## src/rtl/fbscan_pkg.sv

```systemverilog
package fbscan_pkg;
  // Word indices of the configuration bank; the order is the software map.
  localparam int IX_CTL       = 0;
  localparam int IX_H_ACT     = 1;
  localparam int IX_HS_ON     = 2;
  localparam int IX_HS_OFF    = 3;
  localparam int IX_H_TOT     = 4;
  localparam int IX_V_ACT     = 5;
  localparam int IX_VS_ON     = 6;
  localparam int IX_VS_OFF    = 7;
  localparam int IX_V_TOT     = 8;
  localparam int IX_BASE      = 9;
  localparam int IX_BASE_LIVE = 10;
  localparam int IX_FETCH     = 11;
  localparam int IX_PCLK      = 12;
  localparam int NUM_REGS     = 13;

  // Axis selector used by the sync/visible window generator.
  typedef enum logic {AX_H = 1'b0, AX_V = 1'b1} axis_e;
endpackage

```

## src/rtl/fbscan_regs.sv

```systemverilog
module fbscan_regs
  import fbscan_pkg::*;
#(
  parameter int          DATA_W     = 32,
  parameter int          REG_IX_W   = 4,
  parameter int          CNT_W      = 12,
  parameter int          ALIGN_BITS = 5,
  parameter logic [31:0] BASE_MASK  = 32'hFFFF_FFFF,
  parameter int          H_DEF      = 640,
  parameter int          V_DEF      = 480
) (
  input  logic                clk,
  input  logic                rst,
  input  logic                wr_en,
  input  logic                rd_en,
  input  logic [REG_IX_W-1:0] idx,
  input  logic [DATA_W-1:0]   wdata,
  input  logic [DATA_W-1:0]   live_base,
  output logic [DATA_W-1:0]   rdata,
  output logic                hold,
  output logic [CNT_W-1:0]    h_act,
  output logic [CNT_W-1:0]    hs_on,
  output logic [CNT_W-1:0]    hs_off,
  output logic [CNT_W-1:0]    h_tot,
  output logic [CNT_W-1:0]    v_act,
  output logic [CNT_W-1:0]    vs_on,
  output logic [CNT_W-1:0]    vs_off,
  output logic [CNT_W-1:0]    v_tot,
  output logic [DATA_W-1:0]   base_cfg
);
  localparam logic [DATA_W-1:0] MASK_W = DATA_W'(BASE_MASK);

  logic [DATA_W-1:0] store [NUM_REGS];
  logic              idx_ok;
  logic              aligned;
  logic [DATA_W-1:0] rd_word;

  assign idx_ok  = (int'(idx) < NUM_REGS);
  assign aligned = (wdata[ALIGN_BITS-1:0] == '0);

  always_ff @(posedge clk) begin
    if (rst) begin
      for (int i = 0; i < NUM_REGS; i++) store[i] <= '0;
      store[IX_CTL]   <= DATA_W'(1);
      store[IX_H_ACT] <= DATA_W'(H_DEF);
      store[IX_V_ACT] <= DATA_W'(V_DEF);
    end else if (wr_en && idx_ok) begin
      case (int'(idx))
        IX_BASE:      if (aligned) store[IX_BASE] <= wdata & MASK_W;
        IX_BASE_LIVE: ;
        default:      store[idx] <= wdata;
      endcase
    end
  end

  always_comb begin
    rd_word = '0;
    if (idx_ok) rd_word = store[idx];
    if (int'(idx) == IX_BASE_LIVE) rd_word = live_base;
  end

  always_ff @(posedge clk) begin
    if (rst)        rdata <= '0;
    else if (rd_en) rdata <= rd_word;
  end

  assign hold     = store[IX_CTL][0];
  assign h_act    = store[IX_H_ACT][CNT_W-1:0];
  assign hs_on    = store[IX_HS_ON][CNT_W-1:0];
  assign hs_off   = store[IX_HS_OFF][CNT_W-1:0];
  assign h_tot    = store[IX_H_TOT][CNT_W-1:0];
  assign v_act    = store[IX_V_ACT][CNT_W-1:0];
  assign vs_on    = store[IX_VS_ON][CNT_W-1:0];
  assign vs_off   = store[IX_VS_OFF][CNT_W-1:0];
  assign v_tot    = store[IX_V_TOT][CNT_W-1:0];
  assign base_cfg = store[IX_BASE];
endmodule

```

## src/rtl/fbscan_timing.sv

```systemverilog
module fbscan_timing #(
  parameter int CNT_W = 12
) (
  input  logic             clk,
  input  logic             rst,
  input  logic             hold,
  input  logic [CNT_W-1:0] h_tot,
  input  logic [CNT_W-1:0] v_tot,
  output logic [CNT_W-1:0] hcnt,
  output logic [CNT_W-1:0] vcnt,
  output logic             at_origin
);
  logic line_end;
  logic frame_end;

  // >= rather than == so a total lowered below the count still wraps.
  assign line_end  = (hcnt >= h_tot);
  assign frame_end = (vcnt >= v_tot);
  assign at_origin = (hcnt == '0) && (vcnt == '0);

  always_ff @(posedge clk) begin
    if (rst || hold) begin
      hcnt <= '0;
      vcnt <= '0;
    end else if (line_end) begin
      hcnt <= '0;
      vcnt <= frame_end ? '0 : vcnt + 1'b1;
    end else begin
      hcnt <= hcnt + 1'b1;
    end
  end
endmodule

```

## src/rtl/fbscan_pixout.sv

```systemverilog
module fbscan_pixout
  import fbscan_pkg::*;
#(
  parameter int DATA_W    = 32,
  parameter int CNT_W     = 12,
  parameter int BPP_BYTES = 2
) (
  input  logic              clk,
  input  logic              rst,
  input  logic              hold,
  input  logic [CNT_W-1:0]  hcnt,
  input  logic [CNT_W-1:0]  vcnt,
  input  logic              at_origin,
  input  logic [CNT_W-1:0]  h_act,
  input  logic [CNT_W-1:0]  hs_on,
  input  logic [CNT_W-1:0]  hs_off,
  input  logic [CNT_W-1:0]  v_act,
  input  logic [CNT_W-1:0]  vs_on,
  input  logic [CNT_W-1:0]  vs_off,
  input  logic [DATA_W-1:0] base_cfg,
  output logic [DATA_W-1:0] live_base,
  output logic              hsync,
  output logic              vsync,
  output logic              video_on,
  output logic [CNT_W-1:0]  pix_x,
  output logic [CNT_W-1:0]  pix_y,
  output logic [DATA_W-1:0] pix_addr
);
  localparam logic [DATA_W-1:0] PIX_BYTES = DATA_W'(BPP_BYTES);

  logic [CNT_W-1:0] ax_cnt [2];
  logic [CNT_W-1:0] ax_on  [2];
  logic [CNT_W-1:0] ax_off [2];
  logic [CNT_W-1:0] ax_act [2];
  logic [1:0]       in_sync;
  logic [1:0]       in_act;

  assign ax_cnt[AX_H] = hcnt;   assign ax_cnt[AX_V] = vcnt;
  assign ax_on[AX_H]  = hs_on;  assign ax_on[AX_V]  = vs_on;
  assign ax_off[AX_H] = hs_off; assign ax_off[AX_V] = vs_off;
  assign ax_act[AX_H] = h_act;  assign ax_act[AX_V] = v_act;

  for (genvar a = 0; a < 2; a++) begin : g_axis
    assign in_sync[a] = (ax_cnt[a] >= ax_on[a]) && (ax_cnt[a] < ax_off[a]);
    assign in_act[a]  = (ax_cnt[a] < ax_act[a]);
  end

  // At the origin the freshly programmed base applies to this very pixel.
  logic [DATA_W-1:0] base_eff;
  logic [DATA_W-1:0] line_off;
  logic [DATA_W-1:0] col_off;
  logic [DATA_W-1:0] addr_next;

  assign base_eff  = at_origin ? base_cfg : live_base;
  assign line_off  = DATA_W'(vcnt) * DATA_W'(h_act) * PIX_BYTES;
  assign col_off   = DATA_W'(hcnt) * PIX_BYTES;
  assign addr_next = base_eff + line_off + col_off;

  always_ff @(posedge clk) begin
    if (rst)            live_base <= '0;
    else if (at_origin) live_base <= base_cfg;
  end

  always_ff @(posedge clk) begin
    if (rst || hold) begin
      hsync    <= 1'b0;
      vsync    <= 1'b0;
      video_on <= 1'b0;
      pix_x    <= '0;
      pix_y    <= '0;
      pix_addr <= '0;
    end else begin
      hsync    <= in_sync[AX_H];
      vsync    <= in_sync[AX_V];
      video_on <= &in_act;
      pix_x    <= hcnt;
      pix_y    <= vcnt;
      pix_addr <= addr_next;
    end
  end
endmodule

```

## src/rtl/fbscan_ctrl.sv

```systemverilog
module fbscan_ctrl #(
  parameter int          DATA_W     = 32,
  parameter int          REG_IX_W   = 4,
  parameter int          CNT_W      = 12,
  parameter int          ALIGN_BITS = 5,
  parameter int          BPP_BYTES  = 2,
  parameter logic [31:0] BASE_MASK  = 32'hFFFF_FFFF,
  parameter int          H_DEF      = 640,
  parameter int          V_DEF      = 480
) (
  input  logic                clk,
  input  logic                rst,
  input  logic                reg_wr,
  input  logic                reg_rd,
  input  logic [REG_IX_W-1:0] reg_idx,
  input  logic [DATA_W-1:0]   reg_wdata,
  output logic [DATA_W-1:0]   reg_rdata,
  output logic                hsync,
  output logic                vsync,
  output logic                video_on,
  output logic [CNT_W-1:0]    pix_x,
  output logic [CNT_W-1:0]    pix_y,
  output logic [DATA_W-1:0]   pix_addr
);
  logic              hold;
  logic [CNT_W-1:0]  h_act, hs_on, hs_off, h_tot;
  logic [CNT_W-1:0]  v_act, vs_on, vs_off, v_tot;
  logic [DATA_W-1:0] base_cfg;
  logic [DATA_W-1:0] live_base;
  logic [CNT_W-1:0]  hcnt, vcnt;
  logic              at_origin;

  fbscan_regs #(
    .DATA_W(DATA_W), .REG_IX_W(REG_IX_W), .CNT_W(CNT_W),
    .ALIGN_BITS(ALIGN_BITS), .BASE_MASK(BASE_MASK),
    .H_DEF(H_DEF), .V_DEF(V_DEF)
  ) u_regs (
    .clk(clk), .rst(rst), .wr_en(reg_wr), .rd_en(reg_rd), .idx(reg_idx),
    .wdata(reg_wdata), .live_base(live_base), .rdata(reg_rdata),
    .hold(hold), .h_act(h_act), .hs_on(hs_on), .hs_off(hs_off),
    .h_tot(h_tot), .v_act(v_act), .vs_on(vs_on), .vs_off(vs_off),
    .v_tot(v_tot), .base_cfg(base_cfg)
  );

  fbscan_timing #(.CNT_W(CNT_W)) u_timing (
    .clk(clk), .rst(rst), .hold(hold), .h_tot(h_tot), .v_tot(v_tot),
    .hcnt(hcnt), .vcnt(vcnt), .at_origin(at_origin)
  );

  fbscan_pixout #(
    .DATA_W(DATA_W), .CNT_W(CNT_W), .BPP_BYTES(BPP_BYTES)
  ) u_pix (
    .clk(clk), .rst(rst), .hold(hold), .hcnt(hcnt), .vcnt(vcnt),
    .at_origin(at_origin), .h_act(h_act), .hs_on(hs_on), .hs_off(hs_off),
    .v_act(v_act), .vs_on(vs_on), .vs_off(vs_off), .base_cfg(base_cfg),
    .live_base(live_base), .hsync(hsync), .vsync(vsync),
    .video_on(video_on), .pix_x(pix_x), .pix_y(pix_y), .pix_addr(pix_addr)
  );
endmodule

```

## config.mk

```make
export PLATFORM = sky130hd
export DESIGN_NAME = fbscan_ctrl
export DESIGN_NICKNAME = d
export VERILOG_FILES = /design/src/rtl/fbscan_pkg.sv /design/src/rtl/fbscan_regs.sv /design/src/rtl/fbscan_timing.sv /design/src/rtl/fbscan_pixout.sv /design/src/rtl/fbscan_ctrl.sv
export SDC_FILE = /design/constraint.sdc
export NUM_CORES = 1
export LEC_CHECK = 0
export BUFFER_PORTS_ARGS = -buffer_cell sky130_fd_sc_hd__buf_2
export CAP_MARGIN = 20
export CORE_ASPECT_RATIO = 1.4
export CORE_UTILIZATION = 47
export DETAILED_ROUTE_END_ITERATION = 8
export PLACE_DENSITY = 0.66
export SLEW_MARGIN = 25
export SYNTH_ARGS = -nofsm -noshare
export SYNTH_HDL_FRONTEND = slang
export SYNTH_SLANG_ARGS = --single-unit
```

## constraint.sdc

```tcl
create_clock -name clk -period 13.1 [get_ports clk]
set_input_delay 0.655 -clock clk [delete_from_list [all_inputs] [get_ports clk]]
set_output_delay 0.655 -clock clk [all_outputs]
set_load 0.05 [all_outputs]
```

# Word level (Yosys, flattened, before mapping)
# Memory sizes are Yosys's and may differ from the RTL's.
# Cells that the tools add are included.
[op_classes] mul=1 n_mux=22 n_bitwise=4 n_reduce_logical=12 n_addsub=4 n_lt_le_gt_ge=9 eq_ne=3
[op_table] op="$mux 32" n=8
[op_table] op="$ge 12x12->1" n=4
[op_table] op="$lt 12x12->1" n=4
[op_table] op="$add 32x13->32" n=1
[op_table] op="$add 32x25->32" n=1
[op_table] op="$reduce_or 32->1" n=1
[op_table] op="$add 12x1->12 const B" n=2
[op_table] op="$logic_not 12->1" n=2
[op_table] op="$mul 12x12->24" n=1
[op_table] op="$eq 4x4->1 const B" n=3
[op_table] op="$mux 1" n=12
[op_table] op="$mux 12" n=1
[op_table] op="$logic_not 5->1" n=1
[op_table] op="$logic_and 1x1->1" n=4
[op_table] op="$lt 4x4->1 const B" n=1
[op_table] op="$mux 4" n=1
[op_table] op="$or 1x1->1" n=4
[op_table] op="$reduce_or 2->1" n=2
[op_table] op="$reduce_and 2->1" n=1
[op_table] op="$logic_or 1x1->1" n=1
[totals] in_bits=40 n_memories=1 output_inout_bits=91 ramBits=416 reg_bits=147 elab_cells=66
[mem_list] name="u_regs.store" words=13 word_bits=32 read_ports=11 rd_clocked_by_memory_dff=0 wr=13 line="fbscan_regs.sv:33" rtl="logic [DATA_W-1:0] store [NUM_REGS];"

# Depth between registers and ports, before layout
[depth] ltp_word=8 depth_mapped=31 ltp_nobuf=29

# Hierarchy
# A second synthesis with hierarchy kept.
[hier_totals] hier_cells=2962 hier_area_um2=32115.8
[modules_own_cells] module="fbscan_regs" cells_each=1481 seq_area_each_um2=12231.7 n_inst=1 area_each_um2=19291.0
[modules_own_cells] module="fbscan_pixout" cells_each=1280 seq_area_each_um2=1821.7 n_inst=1 area_each_um2=11020.6
[modules_own_cells] module="fbscan_timing" cells_each=201 seq_area_each_um2=480.5 n_inst=1 area_each_um2=1804.2

# Worst setup path after synthesis
# OpenSTA, ideal clock, no wires.
[synth_path] path_kind="register to register" startpoint="register u_timing.vcnt[2]" endpoint="register u_pix.pix_addr[28]" n_path_buf=2 period_less_slack_ps=7119 t_arrival_ps=6987 required_ps=12968 stages_incl_launch_ff=28 path_slack_ps=5981 setup_ps=132 cell_sequence="dfxtp_1 -> clkbuf_1 -> clkbuf_1 -> nand2_1 -> fa_1 -> fa_1 -> inv_1 -> fa_1 -> fa_1 -> inv_1 -> fa_1 -> inv_1 -> ha_1 -> or4_1 -> o221ai_1 -> a21boi_0 -> nor2_1 -> xnor2_1 -> ha_1 -> ha_1 -> a21o_1 -> a21o_1 -> a21oi_1 -> nor3b_1 -> a211oi_1 -> o21ai_0 -> o31a_1 -> nor3_1"
[synth_via] elab_chain_len=5 word_cells_on_any_way=6 classes_between="add/sub: 2; mul: 1; mux: 1; reduce/logical: 2"
[synth_rtl] item="start: declaration" line="fbscan_timing.sv:10" rtl="output logic [CNT_W-1:0] vcnt,"
[synth_rtl] item="start signal: assignment" line="fbscan_timing.sv:27" rtl="vcnt <= frame_end ? '0 : vcnt + 1'b1;"
[synth_rtl] item="parallel branches: the longest is 3 deep, another holds $mul 12x12->24"
[synth_rtl] item="$add 32x25->32 *" line="fbscan_pixout.sv:57" rtl="assign addr_next = base_eff + line_off + col_off;"
[synth_rtl] item="$add 32x13->32 *" line="fbscan_pixout.sv:57"
[synth_rtl] item="end signal: assignment" line="fbscan_pixout.sv:78" rtl="pix_addr <= addr_next;"
[synth_rtl] item="end: declaration" line="fbscan_pixout.sv:27" rtl="output logic [DATA_W-1:0] pix_addr"
# Mark *: on every way between the ends.
# A chain may end at the register's enable or synchronous reset.

# Worst setup path after layout
[layout_path] startpoint="register u_timing.vcnt[0]" endpoint="register u_pix.pix_addr[28]"
# The elaborated chain is that of the path after synthesis.

==> flow_metrics.tcl <==
set metrics [dict create \
    clkSinkCount 534 \
    synth_top_family_by_area "adder cells" \
    drtAntennaViolNets 0 \
    cts_buffer_depth 3 \
    slew_headroom 0.2395 \
    finalPower_mw 4.028 \
    crit_slowest_cell "dfxtp_1" \
    yosysUniqueCellTypes 61 \
    hold_violations 0 \
    routed_wl_mm 96.80 \
    synth_compound_area_frac 0.07258 \
    p_leak_nw 14.38 \
    r2r_end "u_pix.pix_addr[28]" \
    grt.total_usage 0.2967 \
    syn_area_um2 30630 \
    worst_pin_slew_ns 1.141 \
    cts_setup_buffers 0 \
    io_pins 131 \
    fp-row-count 110 \
    via_count 21710 \
    fmax_mhz 121.6 \
    finalCritPeriodShare 0.6276 \
    crit_required_ns 13.67 \
    critPathBufInv 5 \
    holdBufCountCts 0 \
    critical-path-max-stage-delay_ns 0.80 \
    ys_top_cells_by_count "edfxtp_1, nor2_1, inv_1, and2_1, ha_1" \
    skew_ns 0.07179 \
    clock_latency_ns 0.66 \
    drt_iter0_markers 1693 \
    yosysWarnings 0 \
    gp_congestion 0.9219 \
    synthArstFlopShare 0 \
    critical-path-top-delay-family "adder cells" \
    rsz0062_at_grt "false" \
    antenna_found_initial 4 \
    area_growth_pct 11.34 \
    crit_path_end_kind "flop" \
    path_class "flop to flop" \
    finalMaxSlewViolations 0 \
    tritoncts "done" \
    die-area_um2 66210 \
    hold_class "primary input to flop" \
    hold_path_depth 2 \
    dieWidth_um 217.8 \
    r2r_cells 27 \
    die_h_um 304.1 \
    min-delay-start "reg_wdata[19]" \
    fin_util 0.5295 \
    worstPathArrival_ns 8.79 \
    core_um2 64410 \
    pwr_density_cell_nw_per_um2 118.1 \
    grt_remaining_overflow 0 \
    r2r_slack_ns 4.88 \
    setup_viol 0 \
    yosysTopAreaCell "edfxtp_1" \
    startpoint_type "flop" \
    n_antenna_cell 0 \
    htree_levels 2 \
    holdPathEnd "u_regs.store[0][19]" \
    synth_area_leaders "edfxtp_1, dfxtp_1, ha_1, fa_1, and2_1" \
    hpwl_mm 67.82 \
    nets 3196 \
    ir_drop_uv 109.4 \
    grt_pass1_wl_mm 143.5 \
    synth_cells 2758 \
    start_util 0.4756 \
    clockRootBuffer "clkbuf_16" \
    wl_per_cell_um 25.93 \
    yosys.area_share.xor_xnor 0.01401 \
    synth_seq_cells 534 \
    via_per_inst 5.816 \
    outcome "finished, final reports clean" \
    fin_crit_ns 8.221 \
    detail_route.first_pass.iterations 5 \
    synth_fa_ha_area_frac 0.1531 \
    yosys.area_share.simple 0.1523 \
    ys.flop_type "edfxtp_1" \
    r2r_start "u_timing.vcnt[0]" \
    cap_violations 0 \
    synth-seq-area-share 0.4755 \
    port_buffers 130 \
    synth_edf_count 387 \
    muxShareOfSynthArea 0.08157 \
    grt_max_degree 64 \
    synth_area_per_cell_um2 11.11 \
    cts_resized 0 \
    drive_above_1_share 0.1293 \
    grt_pass1_vias 22520 \
    synth.most_common_cell "edfxtp_1" \
    worstPathMaxFanout 14 \
    drc_errors 0 \
    setup_tns_ns 0 \
    synth_top_area_share 0.3794 \
    path_clk_slew_ns 0.07 \
    cts_buffers 52 \
]
-- metrics by stage --
stage,instance area [µm²],cells,setup slack [ns],hold WS [ns]
floorplan,30660,2765,5.981,0.4365
global placement,32190,3635,5.244,0.4521
detailed placement,32190,3635,5.058,0.4581
CTS,34110,3733,5.015,0.3473
global route,34110,3733,4.474,0.3751
finish,34110,3733,4.879,0.3712
-- layout by cell type, fill, tap and decap left out, drive strengths merged, types with 19 or more instances in the layout --
cell,n
edfxtp,387
o211ai,36
nor2,296
nand2,191
xnor2,38
mux2i,82
mux4,67
and2,268
buf,172
dfxtp,147
a21oi,118
nand3,23
a21o,35
nor2b,22
clkbuf,61
ha,194
fa,113
o221ai,19
o21ai,71
inv,274
nand2b,50
-- power by group --
| part | leakage [nW] | total, mW | switching [mW] | internal [mW] |
|---|---|---|---|---|
| clock | 0.922 | 1.67 | 0.700 | 0.972 |
| combinational | 8.56 | 0.402 | 0.275 | 0.127 |
| sequential | 4.89 | 1.95 | 0.0529 | 1.90 |
-- worst max-delay path by stage --
| stage | depth (start not counted) | from | end | slack, ns |
|---|---|---|---|---|
| 5_1_grt | 27 | u_timing.vcnt[0] | u_pix.pix_addr[28] | 4.47 |
| 6_report | 27 | u_timing.vcnt[0] | u_pix.pix_addr[28] | 4.88 |
| 3_3_place_gp | 26 | u_timing.vcnt[4] | u_pix.pix_addr[28] | 5.24 |
| 4_1_cts | 27 | u_timing.vcnt[0] | u_pix.pix_addr[28] | 5.02 |
| 2_1_floorplan | 27 | u_timing.vcnt[2] | u_pix.pix_addr[28] | 5.98 |
| 3_5_place_dp | 27 | u_timing.vcnt[0] | u_pix.pix_addr[28] | 5.06 |
-- area by class of cell --
class / instances / area, µm²
fillers: 5560 / 30310
multi-input cells: 1819 / 14600
flip-flops and latches: 534 / 14560
inverters: 270 / 1013
well taps: 840 / 1051
clock inverters: 37 / 556.8
clock buffers: 61 / 1355
repair buffers: 172 / 970.9
-- layer usage --
layer	vias to the layer above	track usage	part of all wire	wire, µm
li1	9643	-	-	-
met1	10820	0.3333	0.35	34260
met2	949	0.5216	0.51	49590
met3	294	0.04038	0.060	5779
met4	6	0.1958	0.074	7126
met5	-	0	0.00040	39
-- cell families (layout without fill, tap and decap cells) --
kind of cell	Yosys count	after routing
fa+ha+maj	307	307
buf+inv	412	540
xor+xnor	49	49
compound gates	350	350
mux	164	164
flops	534	534
other cells	1	8
simple gates	941	941
-- flip-flops by register name (all words and copies together) (netlist names) --
| register | flops |
|---|---|
| u_regs.store | 387 |
| u_pix.live_base | 32 |
| u_pix.pix_addr | 32 |
| u_regs.rdata | 32 |
| u_pix.pix_x | 12 |
| u_pix.pix_y | 12 |
| u_timing.hcnt | 12 |
| u_timing.vcnt | 12 |
| u_pix.hsync | 1 |
| u_pix.video_on | 1 |
| u_pix.vsync | 1 |
No activity file was read; power rests on OpenSTA's default activity.
